$ cat src/rtl/dacctl_pkg.sv
package dacctl_pkg;
  typedef enum logic [2:0] {
    ST_IDLE,
    ST_ADDR,
    ST_ACK_A,
    ST_RX,
    ST_ACK_W,
    ST_TX,
    ST_ACK_R,
    ST_SKIP
  } tgt_state_t;
endpackage

$ cat src/rtl/dacctl_bus_sync.sv
module dacctl_bus_sync #(
  parameter int STAGES = 2
) (
  input  logic clk,
  input  logic rst,
  input  logic scl_raw,
  input  logic sda_raw,
  output logic scl_s,
  output logic sda_s,
  output logic scl_rise,
  output logic scl_fall,
  output logic start_det,
  output logic stop_det
);
  logic [STAGES-1:0] scl_chain;
  logic [STAGES-1:0] sda_chain;
  logic              scl_d;
  logic              sda_d;

  generate
    if (STAGES == 1) begin : g_single
      always_ff @(posedge clk) begin
        if (rst) begin
          scl_chain <= '1;
          sda_chain <= '1;
        end else begin
          scl_chain <= scl_raw;
          sda_chain <= sda_raw;
        end
      end
    end else begin : g_chain
      always_ff @(posedge clk) begin
        if (rst) begin
          scl_chain <= '1;
          sda_chain <= '1;
        end else begin
          scl_chain <= {scl_chain[STAGES-2:0], scl_raw};
          sda_chain <= {sda_chain[STAGES-2:0], sda_raw};
        end
      end
    end
  endgenerate

  always_ff @(posedge clk) begin
    if (rst) begin
      scl_d <= 1'b1;
      sda_d <= 1'b1;
    end else begin
      scl_d <= scl_chain[STAGES-1];
      sda_d <= sda_chain[STAGES-1];
    end
  end

  always_comb begin
    scl_s     = scl_chain[STAGES-1];
    sda_s     = sda_chain[STAGES-1];
    scl_rise  = scl_s & ~scl_d;
    scl_fall  = ~scl_s & scl_d;
    start_det = scl_s & scl_d & sda_d & ~sda_s;
    stop_det  = scl_s & scl_d & ~sda_d & sda_s;
  end

  // START and STOP are both line changes with SCL held high, so they never coincide
  p_start_stop_excl_r6: assert property (@(posedge clk) disable iff (rst)
    !(start_det && stop_det));
  // A rising SCL edge is never flagged together with a falling one
  p_edge_excl_r7: assert property (@(posedge clk) disable iff (rst)
    !(scl_rise && scl_fall));
endmodule

$ cat src/rtl/dacctl_target_fsm.sv
module dacctl_target_fsm
  import dacctl_pkg::*;
#(
  parameter int          ADDR_W = 7,
  parameter logic [6:0]  ADDR   = 7'b0001100,
  parameter int          WORD_W = 16
) (
  input  logic              clk,
  input  logic              rst,
  input  logic              scl_s,
  input  logic              sda_s,
  input  logic              scl_rise,
  input  logic              scl_fall,
  input  logic              start_det,
  input  logic              stop_det,
  input  logic [WORD_W-1:0] rd_word,
  output logic              sda_pull,
  output logic              wr_en,
  output logic [WORD_W-1:0] wr_word
);
  localparam int NBYTES = WORD_W / 8;
  localparam int IDX_W  = (NBYTES > 1) ? $clog2(NBYTES) : 1;
  localparam logic [IDX_W-1:0] LAST = IDX_W'(NBYTES - 1);

  tgt_state_t        state;
  logic [2:0]        bitcnt;
  logic [7:0]        shreg;
  logic              full;
  logic              rw;
  logic              mack;
  logic [IDX_W-1:0]  idx;
  logic [WORD_W-1:0] acc;
  logic [WORD_W-1:0] txw;

  always_ff @(posedge clk) begin
    wr_en <= 1'b0;
    if (rst) begin
      state    <= ST_IDLE;
      bitcnt   <= '0;
      shreg    <= '0;
      full     <= 1'b0;
      rw       <= 1'b0;
      mack     <= 1'b0;
      idx      <= '0;
      acc      <= '0;
      txw      <= '0;
      sda_pull <= 1'b0;
      wr_word  <= '0;
    end else if (start_det) begin
      state    <= ST_ADDR;
      bitcnt   <= '0;
      full     <= 1'b0;
      sda_pull <= 1'b0;
    end else if (stop_det) begin
      state    <= ST_IDLE;
      full     <= 1'b0;
      sda_pull <= 1'b0;
    end else begin
      case (state)
        ST_ADDR, ST_RX: begin
          if (scl_rise) begin
            shreg  <= {shreg[6:0], sda_s};
            bitcnt <= bitcnt + 3'd1;
            if (bitcnt == 3'd7) full <= 1'b1;
          end else if (scl_fall && full) begin
            full   <= 1'b0;
            bitcnt <= '0;
            if (state == ST_ADDR) begin
              if (shreg[7:1] == ADDR) begin
                sda_pull <= 1'b1;
                rw       <= shreg[0];
                state    <= ST_ACK_A;
              end else begin
                state <= ST_SKIP;
              end
            end else begin
              sda_pull <= 1'b1;
              acc      <= {acc[WORD_W-9:0], shreg};
              state    <= ST_ACK_W;
            end
          end
        end
        ST_ACK_A: begin
          if (scl_fall) begin
            idx <= '0;
            if (rw) begin
              txw      <= rd_word;
              sda_pull <= ~rd_word[WORD_W-1];
              state    <= ST_TX;
            end else begin
              sda_pull <= 1'b0;
              state    <= ST_RX;
            end
          end
        end
        ST_ACK_W: begin
          if (scl_fall) begin
            sda_pull <= 1'b0;
            if (idx == LAST) begin
              wr_en   <= 1'b1;
              wr_word <= acc;
              state   <= ST_SKIP;
            end else begin
              idx   <= idx + 1'b1;
              state <= ST_RX;
            end
          end
        end
        ST_TX: begin
          if (scl_rise) begin
            bitcnt <= bitcnt + 3'd1;
            if (bitcnt == 3'd7) full <= 1'b1;
          end else if (scl_fall) begin
            txw <= txw << 1;
            if (full) begin
              full     <= 1'b0;
              bitcnt   <= '0;
              sda_pull <= 1'b0;
              state    <= ST_ACK_R;
            end else begin
              sda_pull <= ~txw[WORD_W-2];
            end
          end
        end
        ST_ACK_R: begin
          if (scl_rise) begin
            mack <= ~sda_s;
          end else if (scl_fall) begin
            if (mack && idx != LAST) begin
              idx      <= idx + 1'b1;
              sda_pull <= ~txw[WORD_W-1];
              state    <= ST_TX;
            end else begin
              state <= ST_SKIP;
            end
          end
        end
        default: ;
      endcase
    end
  end

  // the pull-down enable only moves while the synchronized SCL is low
  p_pull_scl_low_r7: assert property (@(posedge clk) disable iff (rst)
    (sda_pull != $past(sda_pull)) |-> !scl_s);
  // a target that has dropped out of the transfer never drives the line
  p_skip_quiet_r1: assert property (@(posedge clk) disable iff (rst)
    (state == ST_SKIP) |-> !sda_pull);
  // a START always leads into a fresh address phase
  p_start_addr_r6: assert property (@(posedge clk) disable iff (rst)
    $past(start_det) |-> (state == ST_ADDR));
  // the word is handed over only on leaving an acknowledge slot of a write
  p_commit_after_ack_r5: assert property (@(posedge clk) disable iff (rst)
    wr_en |-> ($past(state) == ST_ACK_W));
endmodule

$ cat src/rtl/dacctl_word_reg.sv
module dacctl_word_reg #(
  parameter int WORD_W   = 16,
  parameter int CODE_W   = 10,
  parameter int CODE_LSB = 4,
  parameter int PD_BIT   = 15
) (
  input  logic              clk,
  input  logic              rst,
  input  logic              wr_en,
  input  logic [WORD_W-1:0] wr_word,
  input  logic              pd_pin,
  output logic [WORD_W-1:0] word_q,
  output logic [CODE_W-1:0] dac_code,
  output logic              pd_out
);
  logic soft_next;

  always_comb begin
    if (rst)        soft_next = 1'b0;
    else if (wr_en) soft_next = wr_word[PD_BIT];
    else            soft_next = word_q[PD_BIT];
  end

  always_ff @(posedge clk) begin
    if (rst) begin
      word_q   <= '0;
      dac_code <= '0;
    end else if (wr_en) begin
      word_q   <= wr_word;
      dac_code <= wr_word[CODE_LSB +: CODE_W];
    end
    pd_out <= soft_next | pd_pin;
  end

  // the code only moves in the cycle after a completed write
  p_code_hold_r5: assert property (@(posedge clk) disable iff (rst)
    (dac_code != $past(dac_code)) |-> $past(wr_en));
  // the external pin alone forces power-down
  p_pin_forces_r4: assert property (@(posedge clk) disable iff (rst)
    $past(pd_pin) |-> pd_out);
  // with the pin low the output tracks the stored flag
  p_soft_flag_r4: assert property (@(posedge clk) disable iff (rst)
    (!$past(pd_pin) && !$past(wr_en)) |-> (pd_out == word_q[PD_BIT]));
endmodule

$ cat src/rtl/dac_ctl_target.sv
module dac_ctl_target #(
  parameter int         SYNC_STAGES = 2,
  parameter logic [6:0] DEV_ADDR    = 7'b0001100,
  parameter int         WORD_W      = 16,
  parameter int         CODE_W      = 10,
  parameter int         CODE_LSB    = 4,
  parameter int         PD_BIT      = 15
) (
  input  logic              clk,
  input  logic              rst,
  input  logic              scl_in,
  input  logic              sda_in,
  output logic              sda_pull,
  input  logic              pd_pin,
  output logic [CODE_W-1:0] dac_code,
  output logic              pd_out
);
  logic scl_s, sda_s, scl_rise, scl_fall, start_det, stop_det;
  logic              wr_en;
  logic [WORD_W-1:0] wr_word;
  logic [WORD_W-1:0] word_q;

  dacctl_bus_sync #(.STAGES(SYNC_STAGES)) u_sync (
    .clk(clk), .rst(rst), .scl_raw(scl_in), .sda_raw(sda_in),
    .scl_s(scl_s), .sda_s(sda_s), .scl_rise(scl_rise), .scl_fall(scl_fall),
    .start_det(start_det), .stop_det(stop_det)
  );

  dacctl_target_fsm #(.ADDR_W(7), .ADDR(DEV_ADDR), .WORD_W(WORD_W)) u_fsm (
    .clk(clk), .rst(rst), .scl_s(scl_s), .sda_s(sda_s),
    .scl_rise(scl_rise), .scl_fall(scl_fall),
    .start_det(start_det), .stop_det(stop_det),
    .rd_word(word_q), .sda_pull(sda_pull),
    .wr_en(wr_en), .wr_word(wr_word)
  );

  dacctl_word_reg #(.WORD_W(WORD_W), .CODE_W(CODE_W), .CODE_LSB(CODE_LSB),
                    .PD_BIT(PD_BIT)) u_word (
    .clk(clk), .rst(rst), .wr_en(wr_en), .wr_word(wr_word), .pd_pin(pd_pin),
    .word_q(word_q), .dac_code(dac_code), .pd_out(pd_out)
  );
endmodule

$ cat config.mk
export PLATFORM = sky130hd
export DESIGN_NAME = dac_ctl_target
export DESIGN_NICKNAME = d
export VERILOG_FILES = /design/src/rtl/dacctl_pkg.sv /design/src/rtl/dacctl_bus_sync.sv /design/src/rtl/dacctl_target_fsm.sv /design/src/rtl/dacctl_word_reg.sv /design/src/rtl/dac_ctl_target.sv
export SDC_FILE = /design/constraint.sdc
export NUM_CORES = 1
export LEC_CHECK = 0
export BUFFER_PORTS_ARGS = -buffer_cell sky130_fd_sc_hd__buf_4
export CAP_MARGIN = 15
export CORE_AREA = 2 2 83 85
export CTS_CLUSTER_DIAMETER = 50
export DETAILED_ROUTE_END_ITERATION = 6
export DIE_AREA = 0 0 85 87
export PLACE_DENSITY = 0.82
export SETUP_SLACK_MARGIN = 0.1
export SLEW_MARGIN = 25
export SYNTH_ARGS = -nofsm -noshare
export SYNTH_HDL_FRONTEND = slang
export SYNTH_SLANG_ARGS = --single-unit
$ cat constraint.sdc
create_clock -name clk -period 1.8 [get_ports clk]
set_input_delay 0.27 -clock clk [delete_from_list [all_inputs] [get_ports clk]]
set_output_delay 0.27 -clock clk [all_outputs]
set_load 0.1 [all_outputs]
==> impl_metrics.yaml <==
cts:
  postCtsSetupRepairBufs: 0
  worstSkewPairLatency_ps: 370
  ctsHtreeMaxLevel: 3
  cts-root-buf: "clkbuf_8"
  clock-sinks: 91
  cts_made_buffers: 9
  cts_resized: 0
  hold_buffers: 0
  clkTransAtPathRegs_ps: 80
  clockBufferDepth: 2
  cts_tree: "built"
detailed_routing:
  drc_errors: 0
  vias: 2745
  drtAntennaViolNets: 0
  via_per_inst: 5.56
  post_drt_wl_per_cell_um: 14.5
  drt-total-wl_mm: 7.15
  dr.pass1.iters: 5
  drt_iter0_drc: 163
timing:
  period_share: 0.887
  worst_slack_ps: 203
  skew_ps: 6.42
  min_period_ps: 1600
  finalSetupViolCount: 0
  fin_tns_setup_ps: 0
  slew_headroom: 0.700
  tightest_slew_ps: 447
  finalMaxSlewViolations: 0
  clock.fmax_ghz: 0.626
  whs_ps: 83.2
  rsz0062_at_grt: "yes"
  hold_viol: 0
final_layout:
  layout_commonest_cell: "dfxtp_1"
  antenna_cells: 0
  layout.cells.most_common_list: "dfxtp_1 (89), nor2_1 (72), mux2i_1 (50), nand2_1 (35), buf_4 (25)"
  nets: 416
  drive_gt1_frac: 0.155
  area_growth_pct: 8.29
  seq_area_um2: 1820
  multi_input_area_um2: 1730
  fill_cells: 526
  design_area_um2: 4120
synth:
  yosys.area.top_type: "dfxtp_1"
  yosys_warnings: 0
  synth_edf_count: 0
  synth_top_family_by_area: "simple AND/OR/NAND/NOR gates"
  seq_area_frac_synth: 0.479
  avgSynthCellArea_um2: 9.30
  synth_seq_cells: 91
  synth_nets: 416
  synthFlopType: "dfxtp_1"
  synth.distinct_cells: 50
  synth_fa_ha_area_frac: 0.00658
  synthCells: 409
  synth_compound_gate_area_share: 0.108
  synth_xor_area_frac: 0.00230
  yosys-top-cells-area: "dfxtp_1 (48%), mux2i_1 (13%), nor2_1 (7.1%)"
  yosys.area.top_type_share: 0.479
  synth.mux.area_fraction: 0.132
  syn_area_um2: 3800
  synthSimpleGateAreaFrac: 0.205
  async_flop_share: 0
worst_hold_path:
  whs_path_depth: 2
  hold_start: "sda_in"
  hold_path.class: "in -> reg"
  min_to: "u_sync.sda_chain[0]"
global_route:
  grt_pass1_vias: 2422
  gr-total-overflow: 0
  grt_pass1_wl_mm: 11.6
  grtUsageTotal: 0.195
  grt_antenna_before_repair: 0
  grt_max_degree: 65
floorplanning:
  die_h_um: 87
  core_um2: 6570
  rows: 30
  die_w_um: 85
  pin_count: 17
  initial_utilization: 0.579
  die_area_um2: 7400
critical_path:
  worstSetupStartpointType: "register"
  r2r-end: "u_fsm.acc[6]"
  rr_startpoint: "u_fsm.state[0]"
  cp_data_arrival_time_ps: 1850
  required_ps: 2050
  path_class: "reg -> reg"
  reg2reg_depth: 5
  endpoint_kind: "register"
  rrSetupSlack_ps: 200
  crit_fanout: 16
pwr:
  leakage_uw: 0.00138
  vdd_drop_max_uv: 402
  power.total_uw: 3400
  p_per_area_nw_per_um2: 826
status:
  run_status: "finished, final reports clean"
run:
  drv_cap: 0
placed_design:
  place.gp.congestion: 0.900
  dp_hpwl_mm: 4.72
  placed_cell_area_um2: 3930
  port_buffers: 16
  post-place-ws_ps: 155
## cell usage after synthesis, types with 2 or more instances
cell type   n
dfxtp_1    91
nor2_1     72
mux2i_1    50
nand2_1    35
a21oi_1    17
a311oi_1   17
nand3_1    17
buf_4      16
clkbuf_1   16
or2_2       8
buf_2       6
nand2b_1    6
a211oi_1    3
inv_1       3
nor2b_1     3
nor3b_1     3
o21ai_0     3
o21ai_1     3
a21o_1      2
and2_1      2
and3_1      2
and3b_1     2
ha_1        2
nand4_1     2
nor3_1      2
or3_1       2
## cell type report
type | instances | area share
flip-flops and latches | 91 | 0.443
multi-input cells | 274 | 0.421
repair buffers | 29 | 0.0650
clock buffers | 13 | 0.0386
well taps | 80 | 0.0243
clock inverters | 3 | 0.00516
inverters | 4 | 0.00364
## routing by layer
layer  wire length (um)  track usage
met1               3500        0.272
met2               3280        0.296
met3                234       0.0322
met4                138       0.0924
met5                  0            0
## worst max-delay path: stages, from the launching register on
cell,delay [ps]
dfxtp_1,540
nand4b_2,190
nor3b_2,270
buf_12,210
mux2i_1,220
nor2_1,50
## sequential cells by signal, indices dropped and copies added, names as in the netlist, 3 cells and up
signal           flops
u_fsm.acc           16
u_fsm.txw           16
u_fsm.wr_word       16
u_word.dac_code      9
u_fsm.shreg          8
u_word.word_q        7
u_fsm.bitcnt         3
u_fsm.state          3
## worst max-delay path by stage
stage,start,endpoint,depth (start not counted)
after global routing,u_fsm.state[0],u_fsm.sda_pull,5
after global placement,u_fsm.shreg[5],u_fsm.sda_pull,4
after CTS,u_fsm.state[1],u_fsm.txw[0],5
after detailed placement,u_fsm.state[1],u_fsm.txw[0],5
final,u_fsm.state[0],u_fsm.acc[6],5
after floorplan,u_sync.scl_chain[1],u_fsm.wr_word[12],7
## where the power goes
part	internal (uW)	leakage (uW)	switching, uW	total [uW]
Combinational	31.9	0.000556	61.0	93.0
Sequential	2020	0.000734	9.86	2030
Clock	581	0.0000900	700	1280
## cells by family (layout without fill, tap and decap cells)
family,after synthesis,count (layout)
compound gates,57,57
mux,50,50
flops,91,91
simple gates,164,164
xor+xnor,1,1
fa+ha+maj,2,2
buf+inv,44,49
## per-stage QoR
step / utilization / cells
6_report: 0.627 / 494
5_1_grt: 0.627 / 494
4_1_cts: 0.626 / 494
3_5_place_dp: 0.598 / 478
3_3_place_gp: 0.598 / 478
2_1_floorplan: - / 409
No activity file was read; power rests on OpenSTA's default activity.
